`src/rtl/wcd_pkg.sv`:
```
package wcd_pkg;
  localparam int FLD_W = 3;

  localparam logic [FLD_W-1:0] FLD_TGT = 3'd0;
  localparam logic [FLD_W-1:0] FLD_SRC = 3'd1;
  localparam logic [FLD_W-1:0] FLD_LEN = 3'd2;
  localparam logic [FLD_W-1:0] FLD_DIR = 3'd3;
  localparam logic [FLD_W-1:0] FLD_TRG = 3'd4;
  localparam logic [FLD_W-1:0] FLD_ENA = 3'd5;
  localparam logic [FLD_W-1:0] FLD_GO  = 3'd6;
  localparam logic [FLD_W-1:0] FLD_SUS = 3'd7;

  typedef enum logic [2:0] {
    ST_IDLE,
    ST_RD,
    ST_WAIT,
    ST_WR,
    ST_DONE
  } eng_state_t;
endpackage

```
`src/rtl/wcd_chan_regs.sv`:
```
module wcd_chan_regs
  import wcd_pkg::*;
#(
  parameter int AW = 32,
  parameter int DW = 32
) (
  input  logic             clk,
  input  logic             rst_n,
  input  logic             wr_en,
  input  logic [FLD_W-1:0] fld,
  input  logic [DW-1:0]    wdata,
  input  logic             done,
  input  logic [AW-1:0]    fin_src,
  input  logic [AW-1:0]    fin_dst,
  input  logic             keep,
  output logic [AW-1:0]    tgt,
  output logic [AW-1:0]    src,
  output logic [DW-1:0]    len,
  output logic             go,
  output logic [DW-1:0]    rdata,
  output logic             irq
);
  logic dir_q, trg_q, ena_q, sus_q;

  always_ff @(posedge clk) begin
    if (!rst_n) begin
      tgt   <= '0;
      src   <= '0;
      len   <= '0;
      go    <= 1'b0;
      dir_q <= 1'b0;
      trg_q <= 1'b0;
      ena_q <= 1'b0;
      sus_q <= 1'b0;
      irq   <= 1'b0;
    end else begin
      irq <= done;
      if (wr_en) begin
        case (fld)
          FLD_TGT: tgt   <= wdata[AW-1:0];
          FLD_SRC: src   <= wdata[AW-1:0];
          FLD_LEN: len   <= wdata;
          FLD_DIR: dir_q <= |wdata;
          FLD_TRG: trg_q <= |wdata;
          FLD_ENA: ena_q <= wdata[0];
          FLD_GO:  if ((|wdata) && ena_q && !dir_q) go <= 1'b1;
          default: sus_q <= |wdata;
        endcase
      end
      // write-back placed last: it takes precedence on the fields it updates
      if (done) begin
        tgt <= fin_dst;
        src <= fin_src;
        len <= '0;
        go  <= 1'b0;
        if (keep) ena_q <= 1'b1;
      end
    end
  end

  always_comb begin
    rdata = '0;
    case (fld)
      FLD_TGT: rdata = DW'(tgt);
      FLD_SRC: rdata = DW'(src);
      FLD_LEN: rdata = len;
      FLD_DIR: rdata[0] = dir_q;
      FLD_TRG: rdata[0] = trg_q;
      FLD_ENA: rdata[0] = ena_q;
      FLD_GO:  rdata[0] = go;
      default: rdata[0] = sus_q;
    endcase
  end
endmodule

```
`src/rtl/wcd_arbiter.sv`:
```
module wcd_arbiter #(
  parameter int NUM_CH = 4,
  localparam int CW = $clog2(NUM_CH)
) (
  input  logic [NUM_CH-1:0] req,
  output logic [CW-1:0]     gnt_idx,
  output logic              any
);
  // fixed priority: scan downward so the lowest set index is assigned last
  always_comb begin
    gnt_idx = '0;
    any     = 1'b0;
    for (int i = NUM_CH - 1; i >= 0; i--) begin
      if (req[i]) begin
        gnt_idx = CW'(i);
        any     = 1'b1;
      end
    end
  end
endmodule

```
`src/rtl/wcd_engine.sv`:
```
module wcd_engine
  import wcd_pkg::*;
#(
  parameter int NUM_CH = 4,
  parameter int AW = 32,
  parameter int DW = 32,
  localparam int CW = $clog2(NUM_CH),
  localparam int WB = DW / 8,
  localparam int SH = $clog2(WB)
) (
  input  logic                         clk,
  input  logic                         rst_n,
  input  logic [NUM_CH-1:0]            req,
  input  logic [NUM_CH-1:0][AW-1:0]    ch_src,
  input  logic [NUM_CH-1:0][AW-1:0]    ch_dst,
  input  logic [NUM_CH-1:0][DW-1:0]    ch_len,
  output logic [NUM_CH-1:0]            done,
  output logic [AW-1:0]                fin_src,
  output logic [AW-1:0]                fin_dst,
  output logic                         keep,
  output logic                         mem_rd_valid,
  input  logic                         mem_rd_ready,
  output logic [AW-1:0]                mem_rd_addr,
  input  logic                         mem_rdata_valid,
  input  logic [DW-1:0]                mem_rdata,
  output logic                         mem_wr_valid,
  input  logic                         mem_wr_ready,
  output logic [AW-1:0]                mem_wr_addr,
  output logic [DW-1:0]                mem_wr_data
);
  eng_state_t    st;
  logic [CW-1:0] cur;
  logic [AW-1:0] src_q, dst_q;
  logic [DW-1:0] words_q, data_q;
  logic          keep_q;

  logic [CW-1:0] pick;
  logic          pick_any;
  logic [DW-1:0] bytes_n, words_n;

  wcd_arbiter #(.NUM_CH(NUM_CH)) u_arb (
    .req     (req),
    .gnt_idx (pick),
    .any     (pick_any)
  );

  // count field excludes the top flag bit; round up to whole words
  assign bytes_n = {1'b0, ch_len[pick][DW-2:0]};
  assign words_n = (bytes_n + DW'(WB - 1)) >> SH;

  always_ff @(posedge clk) begin
    if (!rst_n) begin
      st      <= ST_IDLE;
      cur     <= '0;
      src_q   <= '0;
      dst_q   <= '0;
      words_q <= '0;
      data_q  <= '0;
      keep_q  <= 1'b0;
    end else begin
      case (st)
        ST_IDLE: if (pick_any) begin
          cur     <= pick;
          src_q   <= ch_src[pick];
          dst_q   <= ch_dst[pick];
          keep_q  <= ch_len[pick][DW-1];
          words_q <= words_n;
          st      <= (words_n == '0) ? ST_DONE : ST_RD;
        end
        ST_RD: if (mem_rd_ready) st <= ST_WAIT;
        ST_WAIT: if (mem_rdata_valid) begin
          data_q <= mem_rdata;
          st     <= ST_WR;
        end
        ST_WR: if (mem_wr_ready) begin
          src_q   <= src_q + AW'(WB);
          dst_q   <= dst_q + AW'(WB);
          words_q <= words_q - DW'(1);
          st      <= (words_q == DW'(1)) ? ST_DONE : ST_RD;
        end
        default: st <= ST_IDLE;
      endcase
    end
  end

  always_comb begin
    done = '0;
    if (st == ST_DONE) done[cur] = 1'b1;
  end

  assign fin_src      = src_q;
  assign fin_dst      = dst_q;
  assign keep         = keep_q;
  assign mem_rd_valid = (st == ST_RD);
  assign mem_rd_addr  = src_q;
  assign mem_wr_valid = (st == ST_WR);
  assign mem_wr_addr  = dst_q;
  assign mem_wr_data  = data_q;
endmodule

```
`src/rtl/word_copy_dma.sv`:
```
module word_copy_dma
  import wcd_pkg::*;
#(
  parameter int NUM_CH = 4,
  parameter int AW = 32,
  parameter int DW = 32,
  localparam int CW = $clog2(NUM_CH),
  localparam int RAW = FLD_W + CW
) (
  input  logic              clk,
  input  logic              rst_n,
  input  logic              reg_wr,
  input  logic [RAW-1:0]    reg_addr,
  input  logic [DW-1:0]     reg_wdata,
  output logic [DW-1:0]     reg_rdata,
  output logic              mem_rd_valid,
  input  logic              mem_rd_ready,
  output logic [AW-1:0]     mem_rd_addr,
  input  logic              mem_rdata_valid,
  input  logic [DW-1:0]     mem_rdata,
  output logic              mem_wr_valid,
  input  logic              mem_wr_ready,
  output logic [AW-1:0]     mem_wr_addr,
  output logic [DW-1:0]     mem_wr_data,
  output logic [NUM_CH-1:0] irq
);
  logic [CW-1:0]    sel_ch;
  logic [FLD_W-1:0] sel_fld;

  logic [NUM_CH-1:0][AW-1:0] ch_tgt, ch_src;
  logic [NUM_CH-1:0][DW-1:0] ch_len, ch_rdata;
  logic [NUM_CH-1:0]         ch_go, done;
  logic [AW-1:0]             fin_src, fin_dst;
  logic                      keep;

  assign sel_ch  = reg_addr[RAW-1:FLD_W];
  assign sel_fld = reg_addr[FLD_W-1:0];

  for (genvar c = 0; c < NUM_CH; c++) begin : g_ch
    wcd_chan_regs #(.AW(AW), .DW(DW)) u_regs (
      .clk     (clk),
      .rst_n   (rst_n),
      .wr_en   (reg_wr && (sel_ch == CW'(c))),
      .fld     (sel_fld),
      .wdata   (reg_wdata),
      .done    (done[c]),
      .fin_src (fin_src),
      .fin_dst (fin_dst),
      .keep    (keep),
      .tgt     (ch_tgt[c]),
      .src     (ch_src[c]),
      .len     (ch_len[c]),
      .go      (ch_go[c]),
      .rdata   (ch_rdata[c]),
      .irq     (irq[c])
    );
  end

  assign reg_rdata = ch_rdata[sel_ch];

  wcd_engine #(.NUM_CH(NUM_CH), .AW(AW), .DW(DW)) u_eng (
    .clk             (clk),
    .rst_n           (rst_n),
    .req             (ch_go),
    .ch_src          (ch_src),
    .ch_dst          (ch_tgt),
    .ch_len          (ch_len),
    .done            (done),
    .fin_src         (fin_src),
    .fin_dst         (fin_dst),
    .keep            (keep),
    .mem_rd_valid    (mem_rd_valid),
    .mem_rd_ready    (mem_rd_ready),
    .mem_rd_addr     (mem_rd_addr),
    .mem_rdata_valid (mem_rdata_valid),
    .mem_rdata       (mem_rdata),
    .mem_wr_valid    (mem_wr_valid),
    .mem_wr_ready    (mem_wr_ready),
    .mem_wr_addr     (mem_wr_addr),
    .mem_wr_data     (mem_wr_data)
  );
endmodule

```
`config.mk`:
```
export PLATFORM = sky130hd
export DESIGN_NAME = word_copy_dma
export DESIGN_NICKNAME = d
export VERILOG_FILES = /design/src/rtl/wcd_pkg.sv /design/src/rtl/wcd_chan_regs.sv /design/src/rtl/wcd_arbiter.sv /design/src/rtl/wcd_engine.sv /design/src/rtl/word_copy_dma.sv
export SDC_FILE = /design/constraint.sdc
export NUM_CORES = 2
export LEC_CHECK = 0
export BUFFER_PORTS_ARGS = -buffer_cell sky130_fd_sc_hd__buf_2
export CORE_MARGIN = 2
export CORE_UTILIZATION = 30
export DETAILED_ROUTE_END_ITERATION = 6
export GPL_ROUTABILITY_DRIVEN = 1
export GPL_TIMING_DRIVEN = 0
export MAX_ROUTING_LAYER = met4
export PLACE_DENSITY = 0.59
export RECOVER_POWER = 50
export SKIP_CTS_REPAIR_TIMING = 1
export SYNTH_ARGS = -nofsm -noshare
export SYNTH_HDL_FRONTEND = slang
export SYNTH_HIERARCHICAL = 1
export SYNTH_SLANG_ARGS = --single-unit
```
`constraint.sdc`:
```
create_clock -name clk -period 3 [get_ports clk]
set_input_delay 0.15 -clock clk [delete_from_list [all_inputs] [get_ports clk]]
set_output_delay 0.15 -clock clk [all_outputs]
set_load 0.02 [all_outputs]
```
Word level (Yosys, flattened, before mapping)
Cells that the tools add are included.
Word-level totals
  output and inout port bits: 134
  logic and storage cells: 220
  input bits: 75
  bits in registers: 542
Cells by class
  add/sub/neg operators: 4
  $lt $le $gt $ge: 4
  equal/unequal tests: 18
  reductions and logical operators: 72
  mux-type cells: 77
  bitwise logic cells: 2
Operators by type and width (number)
  $mux W32: 28
  $pmux W31 S3: 4
  $bmux W32 S2: 4
  $pmux W32 S2: 3
  $add A32 B3 Y32 const B: 2
  $reduce_and A2 Y1: 26
  $add A31 B2 Y32 const B: 1
  $eq A32 B1 Y1 const B: 1
  $logic_not A32 Y1: 1
  $reduce_or A32 Y1: 1
  $sub A32 B1 Y32 const B: 1
  $pmux W1 S7: 4
  $reduce_bool A2 Y1: 13
  $mux W1: 21
  $mux W3: 6
  $reduce_and A3 Y1: 5
  $logic_and A1 B1 Y1: 13
  $eq A3 B2 Y1 const B: 4
  $eq A3 B3 Y1 const B: 4
  $pmux W3 S4: 1
  $lt A2 B3 Y1 const B: 3
  $mux W2: 4
  $reduce_or A2 Y1: 4
  $reduce_or A7 Y1: 1
  13 further kinds: 22

Longest topological paths before layout
  depth after elaboration: 11
  mapped depth: 14
  mapped depth without buffers: 10

By module
The synthesis kept the hierarchy.
By module, submodules not included
  wcd_chan_regs: cells an instance 681, instances 4, area each 5332.6 µm², sequential area each 2042.0 µm²
  wcd_engine: cells an instance 1312, instances 1, area each 10615.2 µm², sequential area each 2682.6 µm²
  word_copy_dma: cells an instance 44, instances 1, area each 849.6 µm², sequential area each 0.0 µm²
  wcd_arbiter: cells an instance 7, instances 1, area each 35.0 µm², sequential area each 0.0 µm²

Least setup slack after synthesis
No wires, ideal clock.
  kind: register to register
  start point: reg g_ch[2].u_regs.go
  end point: reg u_eng.st[0]
  required time: 2873 ps
  buffers on the path: 2
  setup slack: 19 ps
  library setup time: 127 ps
  data arrival time: 2854 ps
  cell stages (with the launch flop): 13
  clock period less this slack: 2981 ps
  cells stage by stage: dfxtp_1 > nand2b_1 > a21oi_2 > buf_6 > mux4_2 > and3_1 > and4_4 > buf_6 > and3_1 > or3_1 > a221oi_1 > and4_1 > a21oi_1
On the way
  cells in the longest elaborated chain, start to end: 10
  elaborated cells between the ends (all ways): 15
  those cells by class: 1 x add/sub; 1 x eq/ne; 11 x mux; 2 x reduce/logical
Ends and longest elaborated chain
  start, declared: RTL line wcd_chan_regs.sv:19  | output logic go,
  start signal, assigned: RTL line wcd_chan_regs.sv:30  | go <= 1'b0;
  start signal, assigned: RTL line wcd_chan_regs.sv:46  | FLD_GO: if ((|wdata) && ena_q && !dir_q) go <= 1'b1;
  start signal, assigned: RTL line wcd_chan_regs.sv:55  | go <= 1'b0;
  $mux W2 (3 in a row): RTL line wcd_arbiter.sv:14  | if (req[i]) begin
  via u_eng.pick[0]: RTL line wcd_engine.sv:37  | logic [CW-1:0] pick;
  $bmux W32 S2: RTL line wcd_engine.sv:48  | assign bytes_n = {1'b0, ch_len[pick][DW-2:0]};
  $mux W32 (not written as such): RTL line wcd_engine.sv:48
  $add A31 B2 Y32: RTL line wcd_engine.sv:49  | assign words_n = (bytes_n + DW'(WB - 1)) >> SH;
  $logic_not A32 Y1: RTL line wcd_engine.sv:68  | st <= (words_n == '0) ? ST_DONE : ST_RD;
  $mux W3: RTL line wcd_engine.sv:68
  $mux W3: RTL line wcd_engine.sv:62  | ST_IDLE: if (pick_any) begin
  $pmux W3 S4: RTL line wcd_engine.sv:61  | case (st)
  end signal, assigned: RTL line wcd_engine.sv:68
  end signal, assigned: RTL line wcd_engine.sv:79  | st <= (words_q == DW'(1)) ? ST_DONE : ST_RD;
  end, declared: RTL line wcd_engine.sv:31  | eng_state_t st;
The timed path passes the listed nets, and every way through them passes these cells. The select of a mux whose other input is x is not followed.
A chain may end at the register's enable or synchronous reset.

Final worst setup path
  start point: reg g_ch[2].u_regs.go
  end point: reg u_eng.st[2]
Same word-level chain as after synthesis.

==> impl_metrics.toml <==
[clock_tree]
clock_path_buffers = 3
cts_tree = "yes"
cts.clk_slew.worst_paths_ps = 60
worstSkewPairLatency_ps = 640
cts-root-buf = "clkbuf_16"
numCtsBuffers = 70
cts_htree_levels = 3
clock_sink_count = 542

[setup_path]
startpoint_type = "register"
slowest_delay_ps = 450
required_ps = 3560
arrival_ps = 4020
r2r_end = "u_eng/st[2]"
worst-path-buf-inv = 3
crit_type = "reg2reg"
cp-end-kind = "register"
crit_slowest_cell = "mux4_2"
reg2reg_depth = 13
crit_chain = "nand2b_4 > a21oi_4 > buf_6 > buf_12 > buf_16 > mux4_2 > nand4_4 > nor3_4 > nand3_4 > or4_4 > a221oi_4 > and4_4 > a21o_1"
crit_family = "simple AND/OR/NAND/NOR gates"
r2r_start = "g_ch[2].u_regs/go"
reg2reg_slack_ps = -460
crit_fanout = 6

[detailed_routing]
detail-route-antenna-nets = 0
detail_route.wl_per_cell_um = 29.99
first_iter_violations = 5860
wl_um = 178900
vias_per_cell = 5.956
firstDrtPassIters = 7
drcViolationCount = 0
vias = 35526

[die]
core.rowCount = 121
die_x_um = 334.8
dieArea_um2 = 112100
start_util_pct = 30.20
io_pins = 209
fp.dieH_um = 334.8
core_um2 = 108700

[worst_hold_path]
min-delay-start = "mem_wr_ready"
min_path_cells = 4
worst_hold_path.endpoint = "u_eng/st[1]"
hp-class = "in2reg"

[timing]
finalSetupViolCount = 382
min_period_ps = 3459
rsz0062_at_grt = "true"
setup_ws_ps = -459.1
skew_ps = 30.97
drv_slew = 30
slew_headroom_pct = -48.60
finalHoldViolations = 10
hold_slack_ps = -51.83
fmax_mhz = 289.1
tightestPinTransition_ps = 2229
finalCritPeriodShare_pct = 115.3

[layout]
final_common_cell = "nand2_1"
multi_input_area_um2 = 20240
final_cells = 5965
syn2layout_area_growth_pct = 21.31
fillers = 11335
drive_gt1_share_pct = 17.41
final_nets = 4562
finalInstanceArea_um2 = 39830
register_area_um2 = 10860
final_cell_mix = "717 x nand2_1, 538 x dfxtp_1, 421 x a21oi_1"

[logic_synthesis]
yosysUniqueCellTypes = 79
yosysSeqAreaShare_pct = 33.05
synthArstFlopShare_pct = 0
yosys.area.top_type = "dfxtp_1"
ys_ff_latch = 542
synth-edff-count = 0
synth.area.top_cells = "dfxtp_1 33%, mux2i_1 12%, mux4_2 8.4%, nand2_1 8.2%, a21oi_1 6.5%"
synthesis.area_um2 = 32830
synth.yosys.warnings = 6
synth_cells = 4087
synth_top_area_share_pct = 33.05
ys.flop_type = "dfxtp_1"
synth_nets = 4166
syn_avg_cell_area_um2 = 8.033

[pwr]
sw_frac_of_total_pct = 26.12
power_density_nw_per_um2 = 429.6
seq_power_share_pct = 42.6
p_leak_uw = 0.01415
intPower_uw = 12640
clkPwrFrac_pct = 50.4
peakVddDrop_uv = 311.2
comb_power_share_pct = 7.0
switching_power_uw = 4469

[job]
cap_violations = 2

[global_route]
overflow = 0
grt_start_max_net_pins = 30
first_global_vias = 31397
grt_pass1_wl_um = 241500
antenna_found_initial = 17
grt_usage_pct = 31.00

[outcome]
status = "complete, but fails checks"
violations = "hold timing, capacitance limit, slew limit, setup timing"

[placement]
portBuffers = 205
place_area_um2 = 35630
placedCellCount = 5706
post-dp-hpwl_um = 125500
dp_slack_ps = -1928
gp_congestion = 1.049
[worst max-delay path by stage]
stage                        end              start  cells past startpoint
2_1_floorplan        u_eng/st[0]  g_ch[2].u_regs/go                     12
3_3_place_gp   u_eng/fin_dst[15]  g_ch[3].u_regs/go                     13
3_5_place_dp   u_eng/fin_dst[18]  g_ch[3].u_regs/go                     11
4_1_cts        u_eng/fin_dst[18]  g_ch[3].u_regs/go                     11
5_1_grt              u_eng/st[2]  g_ch[2].u_regs/go                     12
6_report             u_eng/st[2]  g_ch[2].u_regs/go                     13
[cells by family after synthesis]
family	count (synthesis)	share of synthesized area, %
AOI/OAI and AO/OA	910	14.85
xor gates and xnor gates	34	0.9070
adders and majority gates	4	0.1525
buffers and inverters	413	6.628
DFF	542	33.05
muxes	520	20.72
and+or+nand+nor	1664	23.69
[cell type report]
cell class | instances | share of cell area, %
Antenna cell | 19 | 0.1194
Timing Repair Buffer | 330 | 5.605
Sequential cell | 542 | 27.27
Buffer | 380 | 5.847
Tap cell | 1414 | 4.442
Clock buffer | 99 | 5.027
Inverter | 27 | 0.2545
Clock inverter | 22 | 0.6221
Multi-Input combinational cell | 3132 | 50.81
[cells in the mapped netlist, types with 10 or more instances]
library cell / instances
xor2_1: 11
a31oi_1: 10
clkbuf_1: 211
and3_1: 26
nand3_1: 47
buf_2: 41
xnor2_1: 23
o21ai_0: 247
dfxtp_1: 542
mux4_2: 122
nand2_1: 719
nand3b_1: 13
buf_4: 71
a22oi_1: 15
inv_1: 25
o21ai_1: 123
nor3_1: 41
and2_1: 274
nor2_1: 387
buf_1: 26
a21oi_1: 424
o22ai_1: 14
buf_6: 33
nor3b_1: 10
nor4_1: 48
mux2i_1: 388
nand4_1: 22
[stage by stage]
step | util, % | TNS [ps] | total power [µW]
finish | 36.64 | -69540 | 17110
floorplan | - | 0 | 7929
detailed placement | 32.78 | -263930 | 8508
global placement | 32.77 | -284360 | 8501
CTS | 34.85 | -271460 | 16990
global route | 36.62 | -46930 | 17410
[per-layer routing]
metal / part of all wire [%] / GRT usage, %
met1: 37 / 38.36
met2: 41 / 43.29
met3: 14 / 10.21
met4: 7.8 / 19.15
met5: 0 / -
[power groups by stage]
stage	sequential (µW)	clock [µW]	combinational (µW)
after floorplan	7420	0	506
after global placement	7440	0	1060
after detailed placement	7440	0	1070
after CTS	7280	8630	1070
after global routing	7280	8920	1200
final	7280	8620	1200
[sequential cells by signal, indices dropped and copies added (netlist names), 32 cells and up]
signal and count:
g_ch.u_regs/len 128, g_ch.u_regs/src 128, g_ch.u_regs/tgt 128, u_eng/fin_dst 32, u_eng/fin_src 32, u_eng/mem_wr_data 32
u_eng/words_q 32
[worst register-to-register path: stages (launching register included)]
cell,delay [ps]
dfxtp_2,330
nand2b_4,150
a21oi_4,150
buf_6,120
buf_12,170
buf_16,200
mux4_2,460
nand4_4,160
nor3_4,340
nand3_4,120
or4_4,450
a221oi_4,330
and4_4,300
a21o_1,120
Note: power is estimated with default switching activity, not from simulation.
